`src/rtl/pac_pkg.sv`:
```
package pac_pkg;

  localparam int unsigned CODE_W        = 3;
  localparam int unsigned SLOT_W        = CODE_W + 1;
  localparam int unsigned SLOTS_PER_REG = 2;
  localparam int unsigned REG_W         = SLOTS_PER_REG * SLOT_W;

  typedef enum logic [CODE_W-1:0] {
    POL_SUP_RW        = 3'd0,
    POL_SUP_RO_A      = 3'd1,
    POL_BOTH_RO       = 3'd2,
    POL_SUP_RO_B      = 3'd3,
    POL_BOTH_RW_A     = 3'd4,
    POL_SUP_RW_USR_RO = 3'd5,
    POL_BOTH_RW_B     = 3'd6,
    POL_NONE          = 3'd7
  } pac_code_e;

  typedef struct packed {
    logic              lock;
    logic [CODE_W-1:0] code;
  } pac_slot_t;

  typedef struct packed {
    logic sup_rd;
    logic sup_wr;
    logic usr_rd;
    logic usr_wr;
  } pac_perm_t;

  // Translate a policy code into its four individual permissions.
  function automatic pac_perm_t policy_perm(input logic [CODE_W-1:0] code);
    pac_perm_t p;
    p = '0;
    case (pac_code_e'(code))
      POL_SUP_RW:        p = '{sup_rd: 1'b1, sup_wr: 1'b1, usr_rd: 1'b0, usr_wr: 1'b0};
      POL_SUP_RO_A:      p = '{sup_rd: 1'b1, sup_wr: 1'b0, usr_rd: 1'b0, usr_wr: 1'b0};
      POL_BOTH_RO:       p = '{sup_rd: 1'b1, sup_wr: 1'b0, usr_rd: 1'b1, usr_wr: 1'b0};
      POL_SUP_RO_B:      p = '{sup_rd: 1'b1, sup_wr: 1'b0, usr_rd: 1'b0, usr_wr: 1'b0};
      POL_BOTH_RW_A:     p = '{sup_rd: 1'b1, sup_wr: 1'b1, usr_rd: 1'b1, usr_wr: 1'b1};
      POL_SUP_RW_USR_RO: p = '{sup_rd: 1'b1, sup_wr: 1'b1, usr_rd: 1'b1, usr_wr: 1'b0};
      POL_BOTH_RW_B:     p = '{sup_rd: 1'b1, sup_wr: 1'b1, usr_rd: 1'b1, usr_wr: 1'b1};
      default:           p = '0;
    endcase
    return p;
  endfunction

  // Pick the permission that applies to one privilege and direction.
  function automatic logic perm_allows(input pac_perm_t p, input logic sup,
                                       input logic wr);
    logic ok;
    if (sup) ok = wr ? p.sup_wr : p.sup_rd;
    else     ok = wr ? p.usr_wr : p.usr_rd;
    return ok;
  endfunction

endpackage

```
`src/rtl/pac_addr_decode.sv`:
```
module pac_addr_decode #(
  parameter int unsigned ADDR_W    = 8,
  parameter logic [ADDR_W-1:0] BASE = 8'h24,
  parameter int unsigned NUM_REGS  = 3,
  parameter int unsigned REG_IDX_W = 2
) (
  input  logic [ADDR_W-1:0]    addr,
  output logic                 hit,
  output logic [REG_IDX_W-1:0] reg_idx
);

  logic [ADDR_W-1:0] ofs;

  always_comb begin
    ofs     = addr - BASE;
    hit     = (addr >= BASE) && (int'(ofs) < int'(NUM_REGS));
    reg_idx = ofs[REG_IDX_W-1:0];
  end

endmodule

```
`src/rtl/pac_policy_reg.sv`:
```
module pac_policy_reg
  import pac_pkg::*;
#(
  parameter int unsigned SLOTS = SLOTS_PER_REG
) (
  input  logic                    clk,
  input  logic                    rst_n,
  input  logic                    wr_en,
  input  logic [SLOTS*SLOT_W-1:0] wdata,
  output pac_slot_t [SLOTS-1:0]   slots_o,
  output logic                    locked_any_o
);

  pac_slot_t [SLOTS-1:0] slot_q;

  // Each slot is its own write-once field: a set lock blocks only that slot.
  for (genvar s = 0; s < SLOTS; s++) begin : g_slot
    always_ff @(posedge clk or negedge rst_n) begin
      if (!rst_n) begin
        slot_q[s] <= '0;
      end else if (wr_en && !slot_q[s].lock) begin
        slot_q[s] <= pac_slot_t'(wdata[s*SLOT_W +: SLOT_W]);
      end
    end
  end

  always_comb begin
    locked_any_o = 1'b0;
    for (int s = 0; s < int'(SLOTS); s++) begin
      locked_any_o = locked_any_o | slot_q[s].lock;
    end
  end

  assign slots_o = slot_q;

endmodule

```
`src/rtl/pac_slot_check.sv`:
```
module pac_slot_check
  import pac_pkg::*;
#(
  parameter int unsigned NUM_SLOTS = 6,
  parameter int unsigned IDX_W     = 3
) (
  input  pac_slot_t [NUM_SLOTS-1:0] slots,
  input  logic [IDX_W-1:0]          idx,
  input  logic                      sup,
  input  logic                      wr,
  output logic [CODE_W-1:0]         sel_code,
  output logic                      grant,
  output logic                      deny
);

  logic idx_valid;

  always_comb begin
    idx_valid = int'(idx) < int'(NUM_SLOTS);
    sel_code  = POL_NONE;
    for (int s = 0; s < int'(NUM_SLOTS); s++) begin
      if (int'(idx) == s) sel_code = slots[s].code;
    end
    grant = idx_valid && perm_allows(policy_perm(sel_code), sup, wr);
    deny  = !grant;
  end

endmodule

```
`src/rtl/periph_access_ctrl.sv`:
```
module periph_access_ctrl
  import pac_pkg::*;
#(
  parameter int unsigned       ADDR_W   = 8,
  parameter logic [ADDR_W-1:0] BASE_OFS = 8'h24,
  parameter int unsigned       NUM_REGS = 3
) (
  input  logic             clk,
  input  logic             rst_n,
  input  logic             reg_sel,
  input  logic             reg_we,
  input  logic [ADDR_W-1:0] reg_addr,
  input  logic [REG_W-1:0] reg_wdata,
  output logic [REG_W-1:0] reg_rdata,
  output logic             reg_err,
  input  logic [$clog2(NUM_REGS*SLOTS_PER_REG)-1:0] chk_idx,
  input  logic             chk_super,
  input  logic             chk_write,
  output logic             chk_grant,
  output logic             chk_deny
);

  localparam int unsigned NUM_SLOTS  = NUM_REGS * SLOTS_PER_REG;
  localparam int unsigned CHK_IDX_W  = $clog2(NUM_SLOTS);
  localparam int unsigned REG_IDX_W  = (NUM_REGS > 1) ? $clog2(NUM_REGS) : 1;

  logic                       addr_hit;
  logic [REG_IDX_W-1:0]       reg_idx;
  logic                       wr_hit;
  logic                       rd_hit;
  logic                       write_blocked;
  logic [NUM_REGS-1:0]        reg_locked;
  logic [NUM_REGS-1:0][REG_W-1:0] reg_img;
  pac_slot_t [NUM_SLOTS-1:0]  all_slots;
  logic [NUM_SLOTS-1:0]       lock_vec;
  logic [NUM_SLOTS*CODE_W-1:0] code_vec;
  logic [CODE_W-1:0]          chk_code;

  pac_addr_decode #(
    .ADDR_W   (ADDR_W),
    .BASE     (BASE_OFS),
    .NUM_REGS (NUM_REGS),
    .REG_IDX_W(REG_IDX_W)
  ) i_decode (
    .addr   (reg_addr),
    .hit    (addr_hit),
    .reg_idx(reg_idx)
  );

  assign wr_hit = reg_sel && reg_we && addr_hit;
  assign rd_hit = reg_sel && !reg_we && addr_hit;

  for (genvar r = 0; r < NUM_REGS; r++) begin : g_reg
    logic wr_this;
    pac_slot_t [SLOTS_PER_REG-1:0] slots_r;

    assign wr_this = wr_hit && (int'(reg_idx) == r);

    pac_policy_reg #(.SLOTS(SLOTS_PER_REG)) i_reg (
      .clk         (clk),
      .rst_n       (rst_n),
      .wr_en       (wr_this),
      .wdata       (reg_wdata),
      .slots_o     (slots_r),
      .locked_any_o(reg_locked[r])
    );

    assign all_slots[r*SLOTS_PER_REG +: SLOTS_PER_REG] = slots_r;
    assign reg_img[r] = slots_r;
  end

  for (genvar s = 0; s < NUM_SLOTS; s++) begin : g_flat
    assign lock_vec[s]                = all_slots[s].lock;
    assign code_vec[s*CODE_W +: CODE_W] = all_slots[s].code;
  end

  always_comb begin
    write_blocked = 1'b0;
    reg_rdata     = '0;
    for (int r = 0; r < int'(NUM_REGS); r++) begin
      if (int'(reg_idx) == r) begin
        write_blocked = wr_hit && reg_locked[r];
        if (rd_hit) reg_rdata = reg_img[r];
      end
    end
  end

  assign reg_err = write_blocked;

  pac_slot_check #(
    .NUM_SLOTS(NUM_SLOTS),
    .IDX_W    (CHK_IDX_W)
  ) i_check (
    .slots   (all_slots),
    .idx     (chk_idx),
    .sup     (chk_super),
    .wr      (chk_write),
    .sel_code(chk_code),
    .grant   (chk_grant),
    .deny    (chk_deny)
  );

endmodule

```
`config.mk`:
```
export PLATFORM = sky130hd
export DESIGN_NAME = periph_access_ctrl
export DESIGN_NICKNAME = d
export VERILOG_FILES = /design/src/rtl/pac_pkg.sv /design/src/rtl/pac_addr_decode.sv /design/src/rtl/pac_policy_reg.sv /design/src/rtl/pac_slot_check.sv /design/src/rtl/periph_access_ctrl.sv
export SDC_FILE = /design/constraint.sdc
export NUM_CORES = 1
export LEC_CHECK = 0
export ABC_AREA = 1
export ABC_CLOCK_PERIOD_IN_PS = 2000
export BUFFER_PORTS_ARGS = -buffer_cell sky130_fd_sc_hd__buf_2
export CORE_ASPECT_RATIO = 1.1
export CORE_MARGIN = 2
export CORE_UTILIZATION = 53
export DETAILED_ROUTE_END_ITERATION = 12
export HOLD_SLACK_MARGIN = 0.03
export MAX_ROUTING_LAYER = met4
export PLACE_DENSITY = 0.82
export SLEW_MARGIN = 40
export SYNTH_ARGS = -nofsm -noshare
export SYNTH_HDL_FRONTEND = slang
export SYNTH_SLANG_ARGS = --single-unit
```
`constraint.sdc`:
```
create_clock -name clk -period 2 [get_ports clk]
set_input_delay 0.1 -clock clk [delete_from_list [all_inputs] [get_ports clk]]
set_output_delay 0.1 -clock clk [all_outputs]
set_load 0.02 [all_outputs]
```
# Yosys cells after proc, flatten, opt, wreduce, memory -nomap -nowiden
# Cells that the tools add are included.
[op_classes]
bitwise = 3
order_cmp = 3
addsub = 1
eq_ne = 13
n_reduce_logical = 31
mux = 19
[op_table]
columns = ["op", "n"]
rows = [
  ["8-bit two-way mux", 6],
  ["3-bit equality test (second input constant)", 7],
  ["4-bit case mux with 5 select lines", 1],
  ["1-bit logical AND", 18],
  ["3-bit two-way mux", 6],
  ["3-bit by 2-bit equality test with 1-bit output (second input constant)", 3],
  ["8-bit by 6-bit greater-or-equal comparator with 1-bit output (second input constant)", 1],
  ["1-bit logical NOT", 8],
  ["8-bit by 2-bit less-than comparator with 1-bit output (second input constant)", 1],
  ["8-bit by 6-bit subtractor with 8-bit output (second input constant)", 1],
  ["3-bit logical NOT", 2],
  ["1-bit two-way mux", 6],
  ["2-bit equality test (second input constant)", 2],
  ["2-bit OR reduction", 2],
  ["3-bit by 1-bit equality test with 1-bit output (second input constant)", 1],
  ["3-bit less-than comparator (second input constant)", 1],
  ["1-bit OR", 3],
  ["2-bit logical NOT", 1],
]
[word_totals]
reg_bits = 24
output_inout_bits = 11
inputBits = 25

# Depth between registers and ports, before layout
[logic_depth]
ltp_word = 14
depth_mapped = 12
ltp_nobuf = 12

# By module
# A second synthesis with hierarchy kept.
[hier_totals]
hier_cells = 242
hier_area_um2 = 1756.7
[by_module_without_submodules]
columns = ["module", "n_inst", "cells_per_inst", "seq_area_each_um2", "area_each_um2"]
rows = [
  ["pac_policy_reg", 3, 36, 200.2, 345.3],
  ["periph_access_ctrl", 1, 62, 0.0, 386.6],
  ["pac_slot_check", 1, 62, 0.0, 285.3],
  ["pac_addr_decode", 1, 10, 0.0, 48.8],
]

# Worst setup path after synthesis
# No wires, ideal clock.
[synth_path]
kind = "input-to-output"
startpoint = "input chk_idx[2]"
endpoint = "output chk_grant"
slack_ps = 636
arrival_ps = 1264
cell_stages = 10
path_cell_list = "inv_1 buf_2 nand3_1 nor2_1 nor2_2 nand4_2 nand2_1 a21oi_1 nor2_1 nor2_1"
[synth_via]
elab_chain_cells = 13
[synth_rtl]
columns = ["item", "line", "source"]
rows = [
  ["start, declared", "periph_access_ctrl.sv:16", "input logic [$clog2(NUM_REGS*SLOTS_PER_REG)-1:0] chk_idx,"],
  ["3-bit logical NOT", "pac_slot_check.sv:22", "if (int'(idx) == s) sel_code = slots[s].code;"],
  ["3-bit two-way mux (6 in series)", "pac_slot_check.sv:22", ""],
  ["3-bit equality test (tied with other cells)", "pac_pkg.sv:35", "case (pac_code_e'(code))"],
  ["2-bit OR reduction (no line)", "n/a", ""],
  ["4-bit case mux with 5 select lines", "pac_pkg.sv:35", ""],
  ["1-bit two-way mux (on tied branches)", "pac_pkg.sv:53, pac_pkg.sv:52", ""],
  ["1-bit two-way mux", "pac_pkg.sv:52", "if (sup) ok = wr ? p.sup_wr : p.sup_rd;"],
  ["1-bit logical AND *", "pac_slot_check.sv:24", "grant = idx_valid && perm_allows(policy_perm(sel_code), sup, wr);"],
  ["end, declared", "periph_access_ctrl.sv:19", "output logic chk_grant,"],
]
# Every way passes the cells marked *; elsewhere a longest branch is shown, timed or not.

# Final worst setup path
[layout_path]
startpoint = "register g_reg[0].i_reg.slot_q, in the netlist g_reg[0].i_reg.slots_o[6]"
endpoint = "output chk_grant"
[layout_via]
elab_chain_cells = 11
[layout_rtl]
columns = ["item", "line", "source"]
rows = [
  ["start, declared", "pac_policy_reg.sv:14", "pac_slot_t [SLOTS-1:0] slot_q;"],
  ["start signal, assigned by index", "pac_policy_reg.sv:22", "slot_q[s] <= pac_slot_t'(wdata[s*SLOT_W +: SLOT_W]);"],
  ["3-bit two-way mux * (5 in series)", "pac_slot_check.sv:22", ""],
  ["3-bit equality test (tied with other cells)", "pac_pkg.sv:35", ""],
  ["2-bit OR reduction (no line)", "n/a", ""],
  ["4-bit case mux with 5 select lines *", "pac_pkg.sv:35", ""],
  ["1-bit two-way mux (on tied branches)", "pac_pkg.sv:53, pac_pkg.sv:52", ""],
  ["1-bit two-way mux *", "pac_pkg.sv:52", ""],
  ["1-bit logical AND *", "pac_slot_check.sv:24", ""],
]
# Marked as above.

==> run summary <==
STATUS
-------------------------------------------------------------------------------------
Run status ............................................................. complete, no violations

WORST SETUP PATH
-------------------------------------------------------------------------------------
Top cell by count, worst path .......................................... sky130_fd_sc_hd__nand2_1
Cell type group with the largest total delay on the critical path ...... simple AND/OR/NAND/NOR gates
CP max stage cell ...................................................... sky130_fd_sc_hd__dfrtp_1
Worst EP required ......................................................      1.90 ns
Critical path capture point type .......................................  output port
Delay contributed by the slowest stage of the critical path ............      0.40 ns
Critical path peak fanout ..............................................            3
Combined buffer and inverter count along the critical path .............            2
Kind of critical path .................................................. flip-flop to output port
Critical Path Source Type ..............................................    flip-flop
Data arrival time of the worst path ....................................      1.66 ns
Critical-path cell list ................................................ inv_1 -> nand3_1 -> nand3_1 -> nand2_1 -> nand2_1 -> a21oi_1 -> nand2_1 -> nand2_1 -> nor2_1 -> nor2_1 -> buf_2

LOGIC SYNTHESIS
-------------------------------------------------------------------------------------
Part of the Yosys area used for sequential elements ....................        41.0%
Post-synthesis instance total ..........................................          210
Cell variety after synth ...............................................           24
Flip-flop and latch count after synthesis ..............................           24
Synthesis warning total ................................................            0
Post-synthesis cell area ...............................................     1470 um2
Average instance area after synthesis ..................................     6.98 um2
Number of nets produced by synthesis ...................................          235

CLOCKING
-------------------------------------------------------------------------------------
CTS Sinks ..............................................................           24
Clock root buffer ...................................................... sky130_fd_sc_hd__clkbuf_4
Clock slew at reported path FFs ........................................      0.12 ns
TritonCTS clock tree ...................................................         done
Number of clock buffers inserted by TritonCTS ..........................            3
H-tree levels ..........................................................            1
Clock latency on the worst-skew pair ...................................      0.30 ns
Clock buffer depth .....................................................            2

FLOORPLAN
-------------------------------------------------------------------------------------
Number of placed I/O pins ..............................................           36
Initial core utilization ...............................................        54.2%
Core Area ..............................................................     2700 um2
Height of the die ......................................................      59.1 um
Row cnt ................................................................           20
X dimension of the die .................................................      54.1 um
Die area ...............................................................     3200 um2

MIN PATH
-------------------------------------------------------------------------------------
Type of the most critical hold path .................................... input port to flip-flop

ROUTE
-------------------------------------------------------------------------------------
Vias ...................................................................         1471
Post-route DRC .........................................................            0
Number of vias per cell after detailed routing .........................         5.20
DR iter-0 viols ........................................................           53
Final routed wire length divided by cell count .........................      11.4 um
Total Routed Length ....................................................      3.23 mm
Final antenna-violating net count ......................................            0
Pre-Repair DR Iteration Count ..........................................            4

GLOBAL ROUTE
-------------------------------------------------------------------------------------
GR met2 Demand/Resource ................................................        34.8%
Pin count of the biggest net entering global routing ...................           25
Met1 Usage GRT .........................................................        30.5%
Antenna violations before repair .......................................            0
Global routing usage on met3 ...........................................        2.53%
Via count of the first global-routing pass .............................         1184
Global route total overflow ............................................            0
Gr usage total .........................................................        22.4%
Most used routing layer in global routing ..............................         met2
Global-route wire length before repair .................................      5.11 mm

POWER AND IR DROP
-------------------------------------------------------------------------------------
Ratio of total power to cell area ......................................   487 nW/um2
VDD IR-drop max ........................................................   0.000322 V
Overall power consumption ..............................................   0.000840 W
Leakage ................................................................     0.875 nW

FLOW RUN
-------------------------------------------------------------------------------------
Maxcap violations ......................................................            0

STA
-------------------------------------------------------------------------------------
Total count of hold-check failures in the final report .................            0
Pins over their slew limit .............................................            0
Actual transition at the worst max-transition pin ......................     0.565 ns
Min Hold Slack .........................................................    0.0602 ns
Setup repair after global routing missed its margin ....................        false
Setup-violating endpoint count in the final report .....................            0
Final period utilization ...............................................        88.2%
Worst slew slack as a fraction of its limit ............................        62.2%
Highest clock rate .....................................................      567 MHz
Final worst path period need ...........................................      1.76 ns
Total Neg Setup Slack ..................................................         0 ns
Skew final .............................................................  0.000864 ns

FINISH
-------------------------------------------------------------------------------------
Number of fillers in the final layout ..................................          263
Ant. Diodes ............................................................            0
Most used cells in the layout excluding fill and tap cells ............. sky130_fd_sc_hd__nand2_1 (66), sky130_fd_sc_hd__inv_1 (36), sky130_fd_sc_hd__buf_2 (35)
Final instance area ....................................................     1720 um2
Max FFs per register ...................................................           24
Ratio of cells with drive above 1 in the final layout ..................        21.6%
Layout Area Growth over Synthesis ......................................        17.7%
Most frequent standard cell in the layout excluding fill and tap cells . sky130_fd_sc_hd__nand2_1
Final #Nets ............................................................          277
Finished Core Util .....................................................        63.8%

PLACED DESIGN
-------------------------------------------------------------------------------------
Final GP Congestion ....................................................        0.789
Placement-stage cell area ..............................................     1690 um2
Detailed-placement wirelength estimate .................................      2.56 mm
Buffers on Ports .......................................................           35

-- where the power goes --
part | internal (W) | switching [W] | total (W)
Sequential | 0.000485 | 0 | 0.000485
Clock | 0.0000702 | 0.000132 | 0.000202
Combinational | 0.0000561 | 0.0000973 | 0.000153
Total | 0.000611 | 0.000229 | 0.000840
-- per-stage QoR --
step	worst slack, ns	cells
after floorplan	0.636	210
after global placement	0.499	279
after detailed placement	0.464	279
after CTS	0.239	283
after global routing	0.0923	283
final	0.236	283
-- kinds of logic after synthesis --
family,Yosys count,share of synthesized area (%)
buffers and inverters,39,10.1
DFF,24,41.0
and+or+nand+nor,108,34.5
AOI/OAI and AO/OA,39,14.4
-- layout make-up --
class / instances / area [um2] / area share [%]
Timing Repair Buffer: 38 / 200 / 11.6
Sequential cell: 24 / 601 / 34.8
Inverter: 38 / 143 / 8.27
Clock buffer: 3 / 22.5 / 1.31
Multi-Input combinational cell: 147 / 717 / 41.6
Tap cell: 33 / 41.3 / 2.39
-- synthesized netlist by cell type --
| cell | number | area (um2) |
|---|---|---|
| sky130_fd_sc_hd__a21o_1 | 1 | 7.51 |
| sky130_fd_sc_hd__a21oi_1 | 5 | 25.0 |
| sky130_fd_sc_hd__a31oi_1 | 6 | 37.5 |
| sky130_fd_sc_hd__a41oi_1 | 1 | 8.76 |
| sky130_fd_sc_hd__buf_2 | 1 | 5.00 |
| sky130_fd_sc_hd__dfrtp_1 | 24 | 601 |
| sky130_fd_sc_hd__inv_1 | 36 | 135 |
| sky130_fd_sc_hd__inv_2 | 2 | 7.51 |
| sky130_fd_sc_hd__nand2_1 | 66 | 248 |
| sky130_fd_sc_hd__nand2_2 | 2 | 12.5 |
| sky130_fd_sc_hd__nand3_1 | 8 | 40.0 |
| sky130_fd_sc_hd__nand3_2 | 2 | 20.0 |
| sky130_fd_sc_hd__nand3b_1 | 3 | 22.5 |
| sky130_fd_sc_hd__nand4_1 | 2 | 12.5 |
| sky130_fd_sc_hd__nand4_2 | 1 | 12.5 |
| sky130_fd_sc_hd__nor2_1 | 15 | 56.3 |
| sky130_fd_sc_hd__nor2_2 | 3 | 18.8 |
| sky130_fd_sc_hd__nor3_1 | 1 | 5.00 |
| sky130_fd_sc_hd__nor3_2 | 3 | 30.0 |
| sky130_fd_sc_hd__nor4_4 | 1 | 21.3 |
| sky130_fd_sc_hd__o21ai_0 | 14 | 70.1 |
| sky130_fd_sc_hd__o21ai_1 | 10 | 50.1 |
| sky130_fd_sc_hd__o22ai_1 | 2 | 12.5 |
| sky130_fd_sc_hd__or2_0 | 1 | 6.26 |
-- per-layer routing --
layer / part of all wire (%) / wire length, um / vias up
met5: 0 / 0 / -
met4: 0.93 / 30 / 0
met3: 6.3 / 204 / 2
met2: 48 / 1540 / 61
met1: 45 / 1460 / 653
li1: - / - / 755
-- path summary, 6_finish.rpt --
path | startpoint | end | slack [ns] | cells past startpoint
worst min register to register | g_reg[0].i_reg.slots_o[3]$_DFFE_PN0P_ | g_reg[0].i_reg.slots_o[3]$_DFFE_PN0P_ | 0.49 | 2
worst max register to register | g_reg[1].i_reg.slots_o[3]$_DFFE_PN0P_ | g_reg[1].i_reg.slots_o[2]$_DFFE_PN0P_ | 1.07 | 4
min in group asynchronous | rst_n | g_reg[1].i_reg.slots_o[6]$_DFFE_PN0P_ | 0.31 | 2
max in group asynchronous | rst_n | g_reg[1].i_reg.slots_o[7]$_DFFE_PN0P_ | 1.34 | 2
worst min-delay path | reg_wdata[6] | g_reg[2].i_reg.slots_o[6]$_DFFE_PN0P_ | 0.06 | 3
worst max-delay path | g_reg[0].i_reg.slots_o[6]$_DFFE_PN0P_ | chk_grant | 0.24 | 11
-- repair_timing --
action,4_1_cts,5_1_grt
endpoints found under the setup margin,0,0
endpoints found under the hold margin,24,0
buffers inserted,0,0
gates resized for setup,0,0
hold buffers,1,0
-- worst register-to-register path, delay by kind of cell, from the launching register on --
kind	cells	cell delay (ns)
AOI/OAI and AO/OA	1	0.09
buffers and inverters	1	0.09
DFF	1	0.39
and+or+nand+nor	2	0.26
No activity file was read; power rests on OpenSTA's default activity.
